==> src/rtl/pke_pkg.sv <==
package pke_pkg;
    typedef enum logic [1:0] {ST_IDLE, ST_FETCH, ST_CALC, ST_DONE} pke_state_e;

    localparam logic [11:0] OFF_TRIG   = 12'h000;
    localparam logic [11:0] OFF_CMD    = 12'h048;
    localparam logic [11:0] OFF_SRC    = 12'h04C;
    localparam logic [11:0] OFF_LEN    = 12'h050;
    localparam logic [11:0] OFF_KEYLEN = 12'h058;
    localparam logic [11:0] OFF_MASK   = 12'h3F8;
    localparam logic [11:0] OFF_STAT   = 12'h3FC;

    localparam int TRG_CALC  = 0;
    localparam int TRG_FETCH = 1;
    localparam int CMD_CPU   = 8;
    localparam int STAT_DONE = 1;
    localparam logic [1:0] CMD_FILL = 2'b11;
endpackage

==> src/rtl/pke_operand_fetch.sv <==
module pke_operand_fetch #(
    parameter int SRAM_AW = 11,
    parameter int WCNT_W  = 12,
    localparam int LW = WCNT_W + 2,
    localparam int CW = WCNT_W + 1
) (
    input  logic               clk,
    input  logic               rst_n,
    input  logic               start,
    input  logic               abort,
    input  logic [31:0]        base,
    input  logic [LW-1:0]      len_bytes,
    output logic               req,
    output logic [31:0]        addr,
    input  logic               gnt,
    input  logic               rvalid,
    input  logic [31:0]        rdata,
    output logic               we,
    output logic [SRAM_AW-1:0] waddr,
    output logic [31:0]        wdata,
    output logic               done
);
    logic          active_q;
    logic [CW-1:0] iss_q, rcv_q, nwords_q;
    logic [31:0]   base_q;
    logic [LW:0]   len_round;

    // byte count rounded up to whole 32-bit words
    assign len_round = {1'b0, len_bytes} + (LW+1)'(3);

    assign done  = active_q && (rcv_q == nwords_q);
    assign req   = active_q && (iss_q != nwords_q);
    assign addr  = base_q + 32'({iss_q, 2'b00});
    assign we    = active_q && rvalid && (rcv_q != nwords_q);
    assign waddr = rcv_q[SRAM_AW-1:0];
    assign wdata = rdata;

    always_ff @(posedge clk) begin
        if (!rst_n || abort) begin
            active_q <= 1'b0;
            iss_q    <= '0;
            rcv_q    <= '0;
            nwords_q <= '0;
            base_q   <= '0;
        end else if (start) begin
            active_q <= 1'b1;
            iss_q    <= '0;
            rcv_q    <= '0;
            nwords_q <= len_round[LW:2];
            base_q   <= base;
        end else if (active_q) begin
            if (done) active_q <= 1'b0;
            if (req && gnt) iss_q <= iss_q + 1'b1;
            if (we) rcv_q <= rcv_q + 1'b1;
        end
    end
endmodule

==> src/rtl/pke_calc_stub.sv <==
module pke_calc_stub #(
    parameter int CALC_CYCLES = 16,
    localparam int CNT_W = $clog2(CALC_CYCLES + 1)
) (
    input  logic clk,
    input  logic rst_n,
    input  logic start,
    input  logic abort,
    output logic done
);
    logic             running_q;
    logic [CNT_W-1:0] cnt_q;

    assign done = running_q && (cnt_q == CNT_W'(CALC_CYCLES - 1));

    always_ff @(posedge clk) begin
        if (!rst_n || abort) begin
            running_q <= 1'b0;
            cnt_q     <= '0;
        end else if (start) begin
            running_q <= 1'b1;
            cnt_q     <= '0;
        end else if (running_q) begin
            if (done) running_q <= 1'b0;
            else      cnt_q     <= cnt_q + 1'b1;
        end
    end
endmodule

==> src/rtl/pke_ctrl.sv <==
module pke_ctrl
    import pke_pkg::*;
#(
    parameter int SRAM_AW      = 11,
    parameter int WCNT_W       = 12,
    parameter int CALC_CYCLES  = 16,
    parameter int MAX_MOD_BITS = 4096
) (
    input  logic               clk,
    input  logic               rst_n,
    input  logic               bus_sel,
    input  logic               bus_wr,
    input  logic [11:0]        bus_addr,
    input  logic [31:0]        bus_wdata,
    output logic [31:0]        bus_rdata,
    output logic               dma_req,
    output logic [31:0]        dma_addr,
    input  logic               dma_gnt,
    input  logic               dma_rvalid,
    input  logic [31:0]        dma_rdata,
    output logic               sram_we,
    output logic [SRAM_AW-1:0] sram_addr,
    output logic [31:0]        sram_wdata,
    output logic               mem_cpu_access,
    output logic               irq
);
    localparam int LW = WCNT_W + 2;

    pke_state_e  state_q, state_d;
    logic [31:0] src_q, len_q, keylen_q;
    logic [1:0]  trig_q, fill_q;
    logic        cpu_q, mask_q, stat_q;
    logic        wr, wr_trig, stop, trig_go, mode_ok, mod_ok;
    logic        fetch_start, fetch_done, calc_start, calc_done;

    assign wr      = bus_sel && bus_wr;
    assign wr_trig = wr && (bus_addr == OFF_TRIG);
    assign stop    = wr_trig && (bus_wdata[1:0] == 2'b00);
    assign mode_ok = (fill_q == CMD_FILL) && !cpu_q;
    assign mod_ok  = 32'(keylen_q[15:0]) <= 32'(MAX_MOD_BITS);
    assign trig_go = wr_trig && (bus_wdata[1:0] != 2'b00) && (state_q == ST_IDLE)
                     && mode_ok && mod_ok;

    // state register
    always_ff @(posedge clk) begin
        if (!rst_n) state_q <= ST_IDLE;
        else        state_q <= state_d;
    end

    // next state and stage start strobes
    always_comb begin
        state_d     = state_q;
        fetch_start = 1'b0;
        calc_start  = 1'b0;
        if (stop) begin
            state_d = ST_IDLE;
        end else begin
            unique case (state_q)
                ST_IDLE: if (trig_go) begin
                    if (bus_wdata[TRG_FETCH]) begin
                        state_d     = ST_FETCH;
                        fetch_start = 1'b1;
                    end else begin
                        state_d    = ST_CALC;
                        calc_start = 1'b1;
                    end
                end
                ST_FETCH: if (fetch_done) begin
                    if (trig_q[TRG_CALC]) begin
                        state_d    = ST_CALC;
                        calc_start = 1'b1;
                    end else begin
                        state_d = ST_DONE;
                    end
                end
                ST_CALC: if (calc_done) state_d = ST_DONE;
                ST_DONE: state_d = ST_DONE;
            endcase
        end
    end

    // register file and status
    always_ff @(posedge clk) begin
        if (!rst_n) begin
            src_q    <= '0;
            len_q    <= '0;
            keylen_q <= '0;
            trig_q   <= '0;
            fill_q   <= '0;
            cpu_q    <= 1'b0;
            mask_q   <= 1'b0;
            stat_q   <= 1'b0;
        end else begin
            if (wr && bus_addr == OFF_SRC)    src_q    <= bus_wdata;
            if (wr && bus_addr == OFF_LEN)    len_q    <= bus_wdata;
            if (wr && bus_addr == OFF_KEYLEN) keylen_q <= bus_wdata;
            if (wr && bus_addr == OFF_MASK)   mask_q   <= bus_wdata[STAT_DONE];
            if (wr && bus_addr == OFF_CMD) begin
                fill_q <= bus_wdata[5:4];
                cpu_q  <= bus_wdata[CMD_CPU];
            end
            if (stop)         trig_q <= 2'b00;
            else if (trig_go) trig_q <= bus_wdata[1:0];
            if (state_q == ST_CALC && calc_done && !stop)
                stat_q <= 1'b1;
            else if (wr && bus_addr == OFF_STAT && bus_wdata[STAT_DONE])
                stat_q <= 1'b0;
        end
    end

    always_comb begin
        bus_rdata = '0;
        unique case (bus_addr)
            OFF_TRIG:   bus_rdata = {30'b0, trig_q};
            OFF_CMD:    bus_rdata = {23'b0, cpu_q, 2'b0, fill_q, 4'b0};
            OFF_SRC:    bus_rdata = src_q;
            OFF_LEN:    bus_rdata = len_q;
            OFF_KEYLEN: bus_rdata = keylen_q;
            OFF_MASK:   bus_rdata = {30'b0, mask_q, 1'b0};
            OFF_STAT:   bus_rdata = {30'b0, stat_q, 1'b0};
            default:    bus_rdata = '0;
        endcase
    end

    assign irq            = stat_q && mask_q;
    assign mem_cpu_access = cpu_q;

    pke_operand_fetch #(.SRAM_AW(SRAM_AW), .WCNT_W(WCNT_W)) u_fetch (
        .clk(clk), .rst_n(rst_n), .start(fetch_start), .abort(stop),
        .base(src_q), .len_bytes(len_q[LW-1:0]),
        .req(dma_req), .addr(dma_addr), .gnt(dma_gnt),
        .rvalid(dma_rvalid), .rdata(dma_rdata),
        .we(sram_we), .waddr(sram_addr), .wdata(sram_wdata),
        .done(fetch_done)
    );

    pke_calc_stub #(.CALC_CYCLES(CALC_CYCLES)) u_calc (
        .clk(clk), .rst_n(rst_n), .start(calc_start), .abort(stop),
        .done(calc_done)
    );
endmodule

==> config.mk <==
export PLATFORM = sky130hd
export DESIGN_NAME = pke_ctrl
export DESIGN_NICKNAME = d
export VERILOG_FILES = /design/src/rtl/pke_pkg.sv /design/src/rtl/pke_operand_fetch.sv /design/src/rtl/pke_calc_stub.sv /design/src/rtl/pke_ctrl.sv
export SDC_FILE = /design/constraint.sdc
export NUM_CORES = 1
export LEC_CHECK = 0
export BUFFER_PORTS_ARGS = -buffer_cell sky130_fd_sc_hd__buf_2
export CORE_UTILIZATION = 55
export DETAILED_ROUTE_END_ITERATION = 10
export PLACE_DENSITY_LB_ADDON = 0.25
export REMOVE_ABC_BUFFERS = 1
export SYNTH_ARGS = -nofsm -noshare
export SYNTH_HDL_FRONTEND = slang
export SYNTH_HIERARCHICAL = 1
export SYNTH_SLANG_ARGS = --single-unit
==> constraint.sdc <==
create_clock -name clk -period 3.23 [get_ports clk]
set_input_delay 0 -clock clk [delete_from_list [all_inputs] [get_ports clk]]
set_output_delay 0 -clock clk [all_outputs]
set_load 0.01 [all_outputs]
* Word level (Yosys, flattened, before mapping)
Index checks and enable logic that the tools add are counted.
** Storage, ports and cells
- Bits in registers :: 183
- Bits in latches :: 0
- Bits in writable memories :: 0
- Bits in read-only memories :: 0
- Input port bits :: 82
- Logic and storage cells :: 106
- Memories :: 0
** Operators by class
- Add/subtract/negate cells :: 5
- Multipliers :: 0
- Div/mod/pow operators :: 0
- $lt $le $gt $ge :: 1
- Equal/unequal tests :: 17
- Shift-type cells :: 0
- Multiplexer cells :: 25
- Bitwise gates (word level) :: 2
- Reductions and logical operators :: 40
** Operators with widths (count)
- case mux 32 bit (7 select lines) :: 1
- equality test 12 x 7 -> 1 bit (second input constant) :: 4
- adder 32 x 15 -> 32 bit :: 1
- adder 13 x 1 -> 13 bit (second input constant) :: 2
- != test 13 bit :: 2
- equality test 12 x 10 -> 1 bit (second input constant) :: 2
- logical AND 1 bit :: 24
- two-way mux 1 bit :: 18
- less-or-equal comparator 16 x 13 -> 1 bit (second input constant) :: 1
- adder 14 x 2 -> 15 bit (second input constant) :: 1
- equality test 13 bit :: 1
- zero test 12 bit :: 1
- two-way mux 2 bit :: 4
- case mux 2 bit (4 select lines) :: 1
- equality test 2 bit (second input constant) :: 3
- != test 2 bit (second input constant) :: 3
- AND reduction 2 bit :: 3
- OR reduction 2 bit :: 3
- adder 5 x 1 -> 5 bit (second input constant) :: 1
- equality test 5 x 4 -> 1 bit (second input constant) :: 1
- zero test 2 bit :: 2
- nonzero test 2 bit :: 2
- zero test 1 bit :: 3
- AND reduction 3 bit :: 1
- other kinds (4) :: 5

* Depth between registers and ports, before layout
Gate-level depths: netlist of the first run.
- Depth in word-level cells :: 10
- Depth in mapped cells :: 12
- Depth with buffers taken out :: 9

* By module
Netlist of the first run, hierarchy kept.
** By module, submodules not included
- pke_ctrl :: times used 1, cells each 609, area each 4939.7 um^2
- pke_operand_fetch :: times used 1, cells each 530, area each 4634.4 um^2
- pke_calc_stub :: times used 1, cells each 30, area each 272.8 um^2

* Worst setup path before layout of the first run
Ideal clock, no wire load.
- Path type :: register to register
- Start :: register keylen_q[4]
- End :: register u_fetch.base_q[0]
- Library setup time :: 0.060 ns
- Arrival time :: 2.479 ns
- Required time :: 3.170 ns
- Path slack :: 0.691 ns
- Cell stages (with the launch flop) :: 10
- Clock period less this slack :: 2.539 ns
- Cells stage by stage :: dfxtp_1 -> or4_1 -> o31ai_1 -> nand4_1 -> inv_1 -> clkbuf_1 -> inv_1 -> nor2_1 -> clkbuf_1 -> a22o_1
** On the way
- Cells in the longest elaborated chain, start to end :: 5
** RTL lines
- start: declaration :: line pke_ctrl.sv:30 : logic [31:0] src_q, len_q, keylen_q;
- start signal: assignment :: line pke_ctrl.sv:96 : if (wr && bus_addr == OFF_KEYLEN) keylen_q <= bus_wdata;
- less-or-equal comparator 16 x 13 -> 1 bit :: line pke_ctrl.sv:40 : assign mod_ok = 32'(keylen_q[15:0]) <= 32'(MAX_MOD_BITS);
- logical AND 1 bit :: line pke_ctrl.sv:42 : && mode_ok && mod_ok;
- two-way mux 1 bit :: line pke_ctrl.sv:59 : ST_IDLE: if (trig_go) begin
- two-way mux 1 bit :: line pke_ctrl.sv:58 : unique case (state_q)
- two-way mux 1 bit :: line pke_ctrl.sv:55 : if (stop) begin
- net fetch_start :: line pke_ctrl.sv:34 : logic fetch_start, fetch_done, calc_start, calc_done;
- end signal: assignment :: line pke_operand_fetch.sv:50 : base_q <= base;
- end: declaration :: line pke_operand_fetch.sv:25 : logic [31:0] base_q;
The timed path passes the listed nets, and every way through them passes these cells.
A chain may end at the register's enable or synchronous reset.

* Final worst setup path of the first run
- Start :: register u_fetch.iss_q[0]
- End :: output port dma_addr[28]
** On the way
- Cells in the longest elaborated chain, start to end :: 1
** RTL lines
- start: declaration :: line pke_operand_fetch.sv:24 : logic [CW-1:0] iss_q, rcv_q, nwords_q;
- start signal: assignment :: line pke_operand_fetch.sv:53 : if (req && gnt) iss_q <= iss_q + 1'b1;
- adder 32 x 15 -> 32 bit :: line pke_operand_fetch.sv:33 : assign addr = base_q + 32'({iss_q, 2'b00});
- end: declaration :: line pke_ctrl.sv:17 : output logic [31:0] dma_addr,
Every way passes these cells.

==> results.sh, run 1 <==
export IMPL_outcome="finished clean"
export IMPL_place_hpwl_um=18800
export IMPL_dr_pass1_iters=9
export IMPL_hold_depth=0
export IMPL_syn_inst=1169
export IMPL_postCtsSetupRepairBufs=0
export IMPL_io_buffers=128
export IMPL_whs_endpoint="sram_wdata[25]"
export IMPL_setup_viol=0
export IMPL_nFillCells=1503
export IMPL_synth_top_area_cell="dfxtp_1"
export IMPL_drc=0
export IMPL_yosysTopAreaCellShare=0.372
export IMPL_cts_tree="built"
export IMPL_die_area_mm2=0.0184
export IMPL_layout_commonest_cell="dfxtp_1"
export IMPL_worstHoldStart="dma_rdata[25]"
export IMPL_grt_first_pass_wirelength_um=44600
export IMPL_design_area_mm2=0.0112
export IMPL_power_density_mw_per_mm2=407
export IMPL_dpl_instance_area_mm2=0.0102
export IMPL_critical_path_class="reg2out"
export IMPL_synthTopCellsByArea="dfxtp_1, a21oi_1, nand3_1"
export IMPL_r2r_start="keylen_q[7]"
export IMPL_layout_common_cells="dfxtp_1, a21oi_1, nand3_1, buf_2, o21ai_1"
export IMPL_syn2layout_area_growth_pct=13.4
export IMPL_syn_area_mm2=0.00985
export IMPL_clock_latency_ns=0.44
export IMPL_fmax_ghz=0.329
export IMPL_clock_sinks=183
export IMPL_io_pins=193
export IMPL_yosysWarnings=6
export IMPL_first_global_vias=8507
export IMPL_postRouteAntennaNets=0
export IMPL_critPathSlowestCell="or4_1"
export IMPL_ys_seq_elements=183
export IMPL_ir_drop_mv=0.401
export IMPL_worst_clock_skew_ns=0.0137
export IMPL_end_kind="output port"
export IMPL_syn_area_per_cell_um2=8.42
export IMPL_startpoint_type="flop"
export IMPL_cts_buffer_depth=2
export IMPL_globalplace_congestion=0.883
export IMPL_grt_antenna_before_repair=0
export IMPL_globalRouteOverflowTotal=0
export IMPL_async_flop_share=0
export IMPL_num_vias=9264
export IMPL_ys_seq_area_frac=0.372
export IMPL_htreeDepth=4
export IMPL_synth_main_ff_cell="dfxtp_1"
export IMPL_num_rows=48
export IMPL_routed_via_density=6.26
export IMPL_worstPathArrival_ns=3.04
export IMPL_avgRoutedWirePerCell_um=19.0
export IMPL_hold_violations=0
export IMPL_antenna_cells=0
export IMPL_rrSetupSlack_ns=0.46
export IMPL_pre_cts_ws_ns=0.372
export IMPL_hold_class="in2out"
export IMPL_path_buf_inv=2
export IMPL_die_h_um=136
export IMPL_grt_total_usage=0.309
export IMPL_p_leak_nw=4.44
export IMPL_finalPower_mw=4.54
export IMPL_maxCapViolations=0
export IMPL_timing_final_ws_setup_ns=0.186
export IMPL_worst_pin_slew_ns=1.23
export IMPL_die_x_um=136
export IMPL_core_area_mm2=0.0174
export IMPL_slew_viol_final=0
export IMPL_clockRootBuffer="clkbuf_16"
export IMPL_required_ns=3.23
export IMPL_drive_gt1_frac=0.170
export IMPL_crit_family="simple AND/OR/NAND/NOR gates"
export IMPL_worstPathCellList="ha_1, inv_1, fa_1, nor2b_1, o31ai_1, a21oi_1, a21oi_4, or4_1, nand3_1, buf_2"
export IMPL_rr_endpoint="u_fetch/nwords_q[12]"
export IMPL_synth_cell_types=73
export IMPL_synth_edf_count=0
export IMPL_initial_core_util=0.565
export IMPL_holdWs_ns=0.0000719
export IMPL_dp_cells=1414
export IMPL_period_needed_ns=3.04
export IMPL_crit_start="u_fetch/iss_q[0]"
export IMPL_clk_pin_slew_ns=0.07
export IMPL_rsz0062_at_grt="no"
export IMPL_path_max_fanout=11
export IMPL_routed_wl_um=28200
export IMPL_cts_buffers=17
export IMPL_nets=1342
export IMPL_grt_max_degree=65
export IMPL_layout_cells_non_filler=1480
export IMPL_drtIter0Drc=1031
export IMPL_reg2reg_depth=8
export IMPL_slew_headroom=0.178
export IMPL_fin_crit_sh=0.942
export IMPL_slowest_delay_ns=0.49
==> kinds of logic (layout without fill, tap and decap cells) <==
| group | count (synthesis) | in the layout | share of synthesized area |
|---|---|---|---|
| AOI/OAI and AO/OA | 375 | 375 | 0.241 |
| xor gates and xnor gates | 64 | 64 | 0.0569 |
| adders and majority gates | 18 | 18 | 0.0236 |
| buffers and inverters | 180 | 266 | 0.0967 |
| DFF | 183 | 183 | 0.372 |
| muxes | 16 | 16 | 0.0168 |
| and+or+nand+nor | 333 | 333 | 0.193 |
==> cell type report <==
| cell class | count | area [um2] | share of cell area |
|---|---|---|---|
| multi-input combinational | 806 | 5270 | 0.472 |
| sequential | 183 | 3660 | 0.328 |
| timing repair buffer | 182 | 1160 | 0.104 |
| clock buffer | 17 | 425 | 0.0381 |
| tap | 225 | 282 | 0.0252 |
| inverter | 52 | 195 | 0.0175 |
| clock inverter | 15 | 180 | 0.0161 |
==> registers in the layout, summed over array words and instances (netlist names), 2 cells and up <==
name              count
fill_q                2
len_q                32
u_fetch/nwords_q     13
u_fetch/base_q       32
keylen_q             32
trig_q                2
src_q                32
u_fetch/iss_q        13
u_fetch/rcv_q        13
state_q               2
u_calc/cnt_q          5
==> synth_stat cells, types with 4 or more instances <==
cell type and n:
a211oi_1 5, a21oi_1 130, a222oi_1 29, a22o_1 40, and2_1 4, and3_1 6, buf_2 29, buf_4 48
buf_6 8, clkbuf_1 41, dfxtp_1 183, ha_1 17, inv_1 50, mux2i_1 12, nand2_1 45, nand2b_1 7
nand3_1 128, nand3b_1 6, nand4_1 14, nor2_1 34, nor2b_1 8, nor3_1 7, nor3b_1 6, nor4_1 9
o211ai_1 11, o211ai_2 4, o21a_1 6, o21ai_0 51, o21ai_1 69, o31ai_1 10, or3_1 18, or4_1 11
xnor2_1 36, xor2_1 28
==> worst register-to-register path, stage by stage, from the launching register on <==
cell	delay (ns)
dfxtp_1	0.32
or4_1	0.56
o31ai_1	0.44
nand4_1	0.31
inv_1	0.34
inv_1	0.15
nor2_2	0.20
buf_12	0.22
a32o_1	0.19
==> where the power goes <==
group | switching (mW) | internal, mW
clock network | 1.00 | 1.12
logic | 0.109 | 0.0653
registers | 0.0000644 | 2.25
==> what timing repair did <==
item                                   in CTS  in global routing
endpoints found under the hold margin     103                  0
hold buffers                               34                  0
cloned                                      0                  0
setup endpoints to repair                   4                  2
gates resized for setup                     1                  1
==> worst max-delay path by stage <==
stage               cells after the start                   end
global placement                       10          dma_addr[24]
finish                                 10          dma_addr[28]
detailed placement                     10          dma_addr[24]
global route                           10          dma_addr[28]
CTS                                    10          dma_addr[24]
floorplan                               7  u_fetch/nwords_q[12]
==> layer usage <==
metal	up-vias	global-route usage	wire [um]
met1	4319	0.414	11900
met3	68	0.0950	3090
met4	0	0.107	733
met5	-	0.0111	0
met2	481	0.467	12500
li1	4396	-	-
==> per-stage QoR <==
stage	util	TNS, ns
2_1_floorplan	-	-3.77
3_3_place_gp	0.586	0
3_5_place_dp	0.586	0
4_1_cts	0.641	0
5_1_grt	0.641	0
6_report	0.641	0
Power figures use the tool's default switching activity.
==> inputs of run 2 (changes only) <==
Settings changed: ABC_AREA set to 1.
==> run 2 against run 1 <==
Compared with the run above: worst hold slack about the same; first-iteration DRC count decreased by 6.7%; critical path depth increased by 3; global-route usage decreased by 1.3 points; power decreased by 0.90%; synthesized cell count increased by 26%; fmax increased by 11%; clock skew decreased by 0.0052 ns; core utilization decreased by 0.33 points; critical path type unchanged.
==> results.sh, run 2 <==
export IMPL_drc=0
export IMPL_globalplace_congestion=0.959
export IMPL_dr_pass1_iters=7
export IMPL_io_buffers=128
export IMPL_syn_area_per_cell_um2=6.98
export IMPL_path_max_fanout=8
export IMPL_reg2reg_depth=14
export IMPL_postRouteAntennaNets=0
export IMPL_syn_inst=1477
export IMPL_rrSetupSlack_ns=0.92
export IMPL_worst_path_stages=13
export IMPL_routed_via_density=5.44
export IMPL_r2r_start="keylen_q[14]"
export IMPL_synth_cell_types=50
export IMPL_slowest_delay_ns=0.50
export IMPL_place_hpwl_um=20600
export IMPL_setup_viol=0
export IMPL_tns_ns=0
export IMPL_finalPower_mw=4.50
export IMPL_outcome="finished clean"
export IMPL_rsz0062_at_grt="no"
export IMPL_yosys_area_share_adder=0.0226
export IMPL_initial_core_util=0.568
export IMPL_path_buf_inv=2
export IMPL_num_rows=49
export IMPL_seqCellArea_mm2=0.00366
export IMPL_drtIter0Drc=962
export IMPL_grt_max_degree=70
export IMPL_syn2layout_area_growth_pct=12.4
export IMPL_dp_cells=1742
export IMPL_crit_top_cell="nand2_1"
export IMPL_synthTopCellsByArea="dfxtp_1, nand2_1, inv_1"
export IMPL_async_flop_share=0
export IMPL_synthMuxAreaShare=0
export IMPL_power_density_mw_per_mm2=389
export IMPL_yosysWarnings=6
export IMPL_drive_gt1_frac=0.151
export IMPL_synth_top_area_cell="dfxtp_1"
export IMPL_nFillCells=1704
export IMPL_ys_seq_elements=183
export IMPL_maxCapViolations=0
export IMPL_fmax_ghz=0.365
export IMPL_htreeDepth=4
export IMPL_die_area_mm2=0.0193
export IMPL_grt_total_usage=0.296
export IMPL_yosysMostFrequentCell="nand2_1"
export IMPL_post_route_util=0.638
export IMPL_synth_simple_area_share=0.254
export IMPL_clockRootBuffer="clkbuf_16"
export IMPL_die_x_um=139
export IMPL_design_area_mm2=0.0116
export IMPL_num_vias=9842
export IMPL_avgRoutedWirePerCell_um=15.6
export IMPL_dpl_instance_area_mm2=0.0106
export IMPL_clk_pin_slew_ns=0.07
export IMPL_startpoint_type="flop"
export IMPL_syn_area_mm2=0.0103
export IMPL_die_h_um=139
export IMPL_worstPathArrival_ns=2.74
export IMPL_period_needed_ns=2.74
export IMPL_cts_resized_gates=0
export IMPL_layout_cells_non_filler=1809
export IMPL_globalRouteOverflowTotal=0
export IMPL_synthXorXnorAreaFrac=0.0298
export IMPL_p_leak_nw=4.94
export IMPL_synth_main_ff_cell="dfxtp_1"
export IMPL_yosysTopAreaCellShare=0.356
export IMPL_worst_clock_skew_ns=0.00849
export IMPL_slew_viol_final=0
export IMPL_required_ns=3.23
export IMPL_cts_buffers=17
export IMPL_hold_class="in2out"
export IMPL_cts_buffer_depth=2
export IMPL_crit_family="simple AND/OR/NAND/NOR gates"
export IMPL_first_global_vias=8975
export IMPL_ys_seq_area_frac=0.356
export IMPL_slew_headroom=0.541
export IMPL_layout_common_cells="nand2_1, inv_1, dfxtp_1"
export IMPL_synth_compound_area_frac=0.186
export IMPL_worstPathCellList="ha_1, inv_1, fa_1, o21ai_1, nand2_1, nand2_1, nand2_1, nand2_1, nand2_1, nand2_1, nand2_1, nand2_1, buf_2"
export IMPL_io_pins=193
export IMPL_clock_latency_ns=0.43
export IMPL_grt_antenna_before_repair=0
export IMPL_hold_violations=0
export IMPL_multi_input_area_mm2=0.00507
export IMPL_clock_sinks=183
export IMPL_endpoint="dma_addr[30]"
export IMPL_fin_crit_sh=0.849
export IMPL_ir_drop_mv=0.476
export IMPL_antenna_cells=0
export IMPL_critical_path_class="reg2out"
export IMPL_netlist_top_cells_count="nand2_1, inv_1, dfxtp_1, nor2_1, a21oi_1"
export IMPL_rr_endpoint="u_fetch/base_q[23]"
export IMPL_cts_tree="built"
export IMPL_core_area_mm2=0.0181
export IMPL_routed_wl_um=28100
export IMPL_synth_edf_count=0
export IMPL_nets=1667
export IMPL_synth_top_family_by_area="simple AND/OR/NAND/NOR gates"
export IMPL_crit_start="u_fetch/iss_q[0]"
export IMPL_worst_pin_slew_ns=0.688
export IMPL_grt_first_pass_wirelength_um=45800
export IMPL_end_kind="output port"
export IMPL_layout_commonest_cell="nand2_1"
export IMPL_critPathSlowestCell="dfxtp_1"
run 2: worst register-to-register path, stage by stage, from the launching register on:
cell and delay [ns]:
dfxtp_1 0.30, inv_1 0.08, nand2_1 0.09, nor2_1 0.09, nand3_1 0.08, nor2_1 0.14
nand2_1 0.12, inv_1 0.09, nand2_1 0.08, inv_1 0.14, nand2_1 0.15, inv_1 0.35
buf_4 0.35, nand2_1 0.10, o21ai_0 0.08
run 2: cell type report:
cell class | instances | area share
Clock inverter | 15 | 0.0137
Tap cell | 229 | 0.0248
Multi-Input combinational cell | 958 | 0.438
Sequential cell | 183 | 0.316
Timing Repair Buffer | 175 | 0.0945
Inverter | 232 | 0.0757
Clock buffer | 17 | 0.0367
run 2: worst min-delay path by stage:
| stage | to | cells past startpoint | slack (ns) | start |
|---|---|---|---|---|
| floorplan | sram_wdata[0] | 0 | 0 | dma_rdata[0] |
| global placement | sram_wdata[0] | 0 | 0.0002 | dma_rdata[0] |
| detailed placement | sram_wdata[0] | 0 | 0.0002 | dma_rdata[0] |
| CTS | sram_wdata[0] | 0 | 0.0002 | dma_rdata[0] |
| global route | sram_wdata[5] | 0 | 0.0001 | dma_rdata[5] |
| finish | sram_wdata[0] | 0 | 0.0001 | dma_rdata[0] |
run 2: per-stage QoR:
step	setup slack (ns)	hold slack [ns]
2_1_floorplan	0.460	0
3_3_place_gp	1.02	0.000220
3_5_place_dp	0.941	0.000220
4_1_cts	0.480	0.000220
5_1_grt	0.295	0.000102
6_report	0.488	0.000133
run 2: metal layers:
layer / share of wire / up-vias / track usage
li1: - / 4971 / -
met1: 0.46 / 4434 / 0.409
met2: 0.43 / 394 / 0.448
met3: 0.083 / 41 / 0.0787
met4: 0.018 / 2 / 0.0865
met5: 0.0014 / - / 0.0376
run 2: kinds of logic (layout without fill, tap and decap cells):
group,after synthesis,count (layout)
AO/OA/AOI/OAI,310,310
XOR/XNOR,35,35
adder cells (fa/ha/maj),18,18
buffers and inverters,336,439
flip-flops,183,183
AND/OR/NAND/NOR,595,595
run 2: report_power, final:
group | switching [mW] | total, mW | leakage (nW) | internal [mW]
Combinational | 0.129 | 0.218 | 3.19 | 0.0892
Clock | 0.982 | 2.01 | 0.279 | 1.03
Sequential | 0.00885 | 2.27 | 1.47 | 2.26
Total | 1.12 | 4.50 | 4.94 | 3.38
run 2: timing repair:
item / 4_1_cts / 5_1_grt
hold endpoints to repair: 113 / 0
hold buffers: 35 / 0
setup buffers: 0 / 0
==> inputs of run 3 (changes only) <==
Settings changed: ABC_AREA 1 to 0, CORE_UTILIZATION 55 to 51.
Clock period 3.23 ns to 2.5 ns, I/O delays scaled along.
==> run 3 against run 2 <==
Compared with the run above: cell count is 14% lower; sequential share of layout area is 0.83 points lower; critical endpoint is now dma_addr[28]; worst setup slack got worse by 0.62 ns; routed wire length up 6.7%; non-clock buffer count grew 51; design area grew 3.7%; the run now ends with setup timing left; power rose by 33%.
==> results.sh, run 3 (synthesis gave the netlist of run 1 again) <==
export IMPL_outcome="finished with violations"
export IMPL_violations="setup timing"
export IMPL_startpoint_type="flop"
export IMPL_critical_path_class="reg2out"
export IMPL_clk_pin_slew_ns=0.07
export IMPL_slew_headroom=0.567
export IMPL_syn2layout_area_growth_pct=22.0
export IMPL_htreeDepth=4
export IMPL_clock_sinks=183
export IMPL_rsz0062_at_grt="yes"
export IMPL_clock_latency_ns=0.44
export IMPL_worstPathArrival_ns=2.63
export IMPL_dr_pass1_iters=8
export IMPL_grt_first_pass_wirelength_um=47100
export IMPL_fmax_ghz=0.380
export IMPL_grt_total_usage=0.299
export IMPL_io_buffers=128
export IMPL_drc=0
export IMPL_ir_drop_mv=0.501
export IMPL_core_area_mm2=0.0188
export IMPL_clockPowerShare=0.475
export IMPL_clockRootBuffer="clkbuf_16"
export IMPL_p_leak_nw=4.71
export IMPL_cts_buffer_depth=2
export IMPL_timing_final_ws_setup_ns=-0.131
export IMPL_seqPwrFrac=0.485
export IMPL_initial_core_util=0.523
export IMPL_place_hpwl_um=19700
export IMPL_dpl_instance_area_mm2=0.0105
export IMPL_hold_violations=0
export IMPL_layout_common_cells="dfxtp_1, buf_2, a21oi_1"
export IMPL_end_kind="output port"
export IMPL_die_area_mm2=0.0199
export IMPL_tns_ns=-0.669
export IMPL_combPwrFrac=0.040
export IMPL_die_h_um=141
export IMPL_cts_buffers=17
export IMPL_pre_cts_ws_ns=0.0171
export IMPL_switching_share=0.227
export IMPL_globalplace_congestion=0.886
export IMPL_power_density_mw_per_mm2=499
export IMPL_routed_wl_um=30000
export IMPL_slew_viol_final=0
export IMPL_cts_tree="built"
export IMPL_fin_crit_sh=1.05
export IMPL_io_pins=193
export IMPL_nets=1387
export IMPL_globalRouteOverflowTotal=0
export IMPL_crit_family="simple AND/OR/NAND/NOR gates"
export IMPL_routed_via_density=6.10
export IMPL_antenna_cells=0
export IMPL_grt_max_degree=86
export IMPL_path_buf_inv=3
export IMPL_path_max_fanout=5
export IMPL_rrSetupSlack_ns=0.11
export IMPL_slowest_delay_ns=0.40
export IMPL_required_ns=2.50
export IMPL_worst_pin_slew_ns=0.648
export IMPL_hold_class="in2out"
export IMPL_drtIter0Drc=1142
export IMPL_critPathSlowestCell="or4_1"
export IMPL_worstPathCellList="ha_4, inv_2, fa_2, nor2b_4, o31ai_4, a21oi_2, a21oi_2, buf_6, or4_1, nand3_1, buf_2"
export IMPL_postRouteAntennaNets=0
export IMPL_first_global_vias=8889
export IMPL_avgRoutedWirePerCell_um=19.2
export IMPL_die_x_um=141
export IMPL_layout_commonest_cell="dfxtp_1"
export IMPL_drive_gt1_frac=0.238
export IMPL_crit_top_cell="a21oi_2"
export IMPL_switching_power_mw=1.36
export IMPL_grt_antenna_before_repair=0
export IMPL_nFillCells=1623
export IMPL_worst_clock_skew_ns=0.00850
export IMPL_maxCapViolations=0
export IMPL_design_area_mm2=0.0120
export IMPL_num_rows=50
export IMPL_num_vias=9519
export IMPL_p_int_mw=4.63
export IMPL_period_needed_ns=2.63
export IMPL_setup_viol=9
## run 3: final timing paths
kind	from	to	cells past startpoint
worst max-delay path	u_fetch/base_q[2]	dma_addr[28]	11
worst min-delay path	dma_rdata[9]	sram_wdata[9]	0
worst max register to register	keylen_q[7]	u_fetch/base_q[4]	8
worst min register to register	len_q[22]	len_q[22]	2
## run 3: per-layer routing
metal / GRT usage / vias up / wire length (um)
met3: 0.0710 / 53 / 2570
met4: 0.111 / 2 / 705
li1: - / 4508 / -
met5: 0.0276 / - / 46
met1: 0.401 / 4494 / 13000
met2: 0.465 / 462 / 13700
## run 3: power groups by stage
stage          combinational, mW  sequential (mW)  clock (mW)
2_1_floorplan             0.0697             2.98           0
3_3_place_gp               0.193             2.98           0
3_5_place_dp               0.192             2.98           0
4_1_cts                    0.233             2.91        2.86
5_1_grt                    0.254             2.91        2.97
6_report                   0.239             2.91        2.84
## run 3: final cells by class
class | instances | area [um2] | area share
tap | 260 | 325 | 0.0271
clock buffer | 18 | 439 | 0.0366
timing repair buffer | 226 | 1590 | 0.133
inverter | 52 | 195 | 0.0163
clock inverter | 14 | 185 | 0.0154
multi-input combinational | 807 | 5570 | 0.464
sequential | 183 | 3700 | 0.308
## run 3: repair_timing
| item | 4_1_cts | 5_1_grt |
|---|---|---|
| gates resized for setup | 23 | 59 |
| hold buffers | 36 | 0 |
| setup buffers | 6 | 11 |
| pin swaps | 9 | 23 |
| setup endpoints to repair | 37 | 59 |
| gates cloned | 1 | 1 |
| hold endpoints to repair | 106 | 0 |
## run 3: metrics by stage
stage / util / power (mW) / hold WS (ns) / instances
2_1_floorplan: - / 3.05 / 0 / 1041
3_3_place_gp: 0.558 / 3.17 / 0.000150 / 1473
3_5_place_dp: 0.558 / 3.17 / 0.000150 / 1473
4_1_cts: 0.618 / 6.00 / 0.000150 / 1548
5_1_grt: 0.638 / 6.13 / 0.0000882 / 1560
6_report: 0.638 / 5.99 / 0.0000947 / 1560
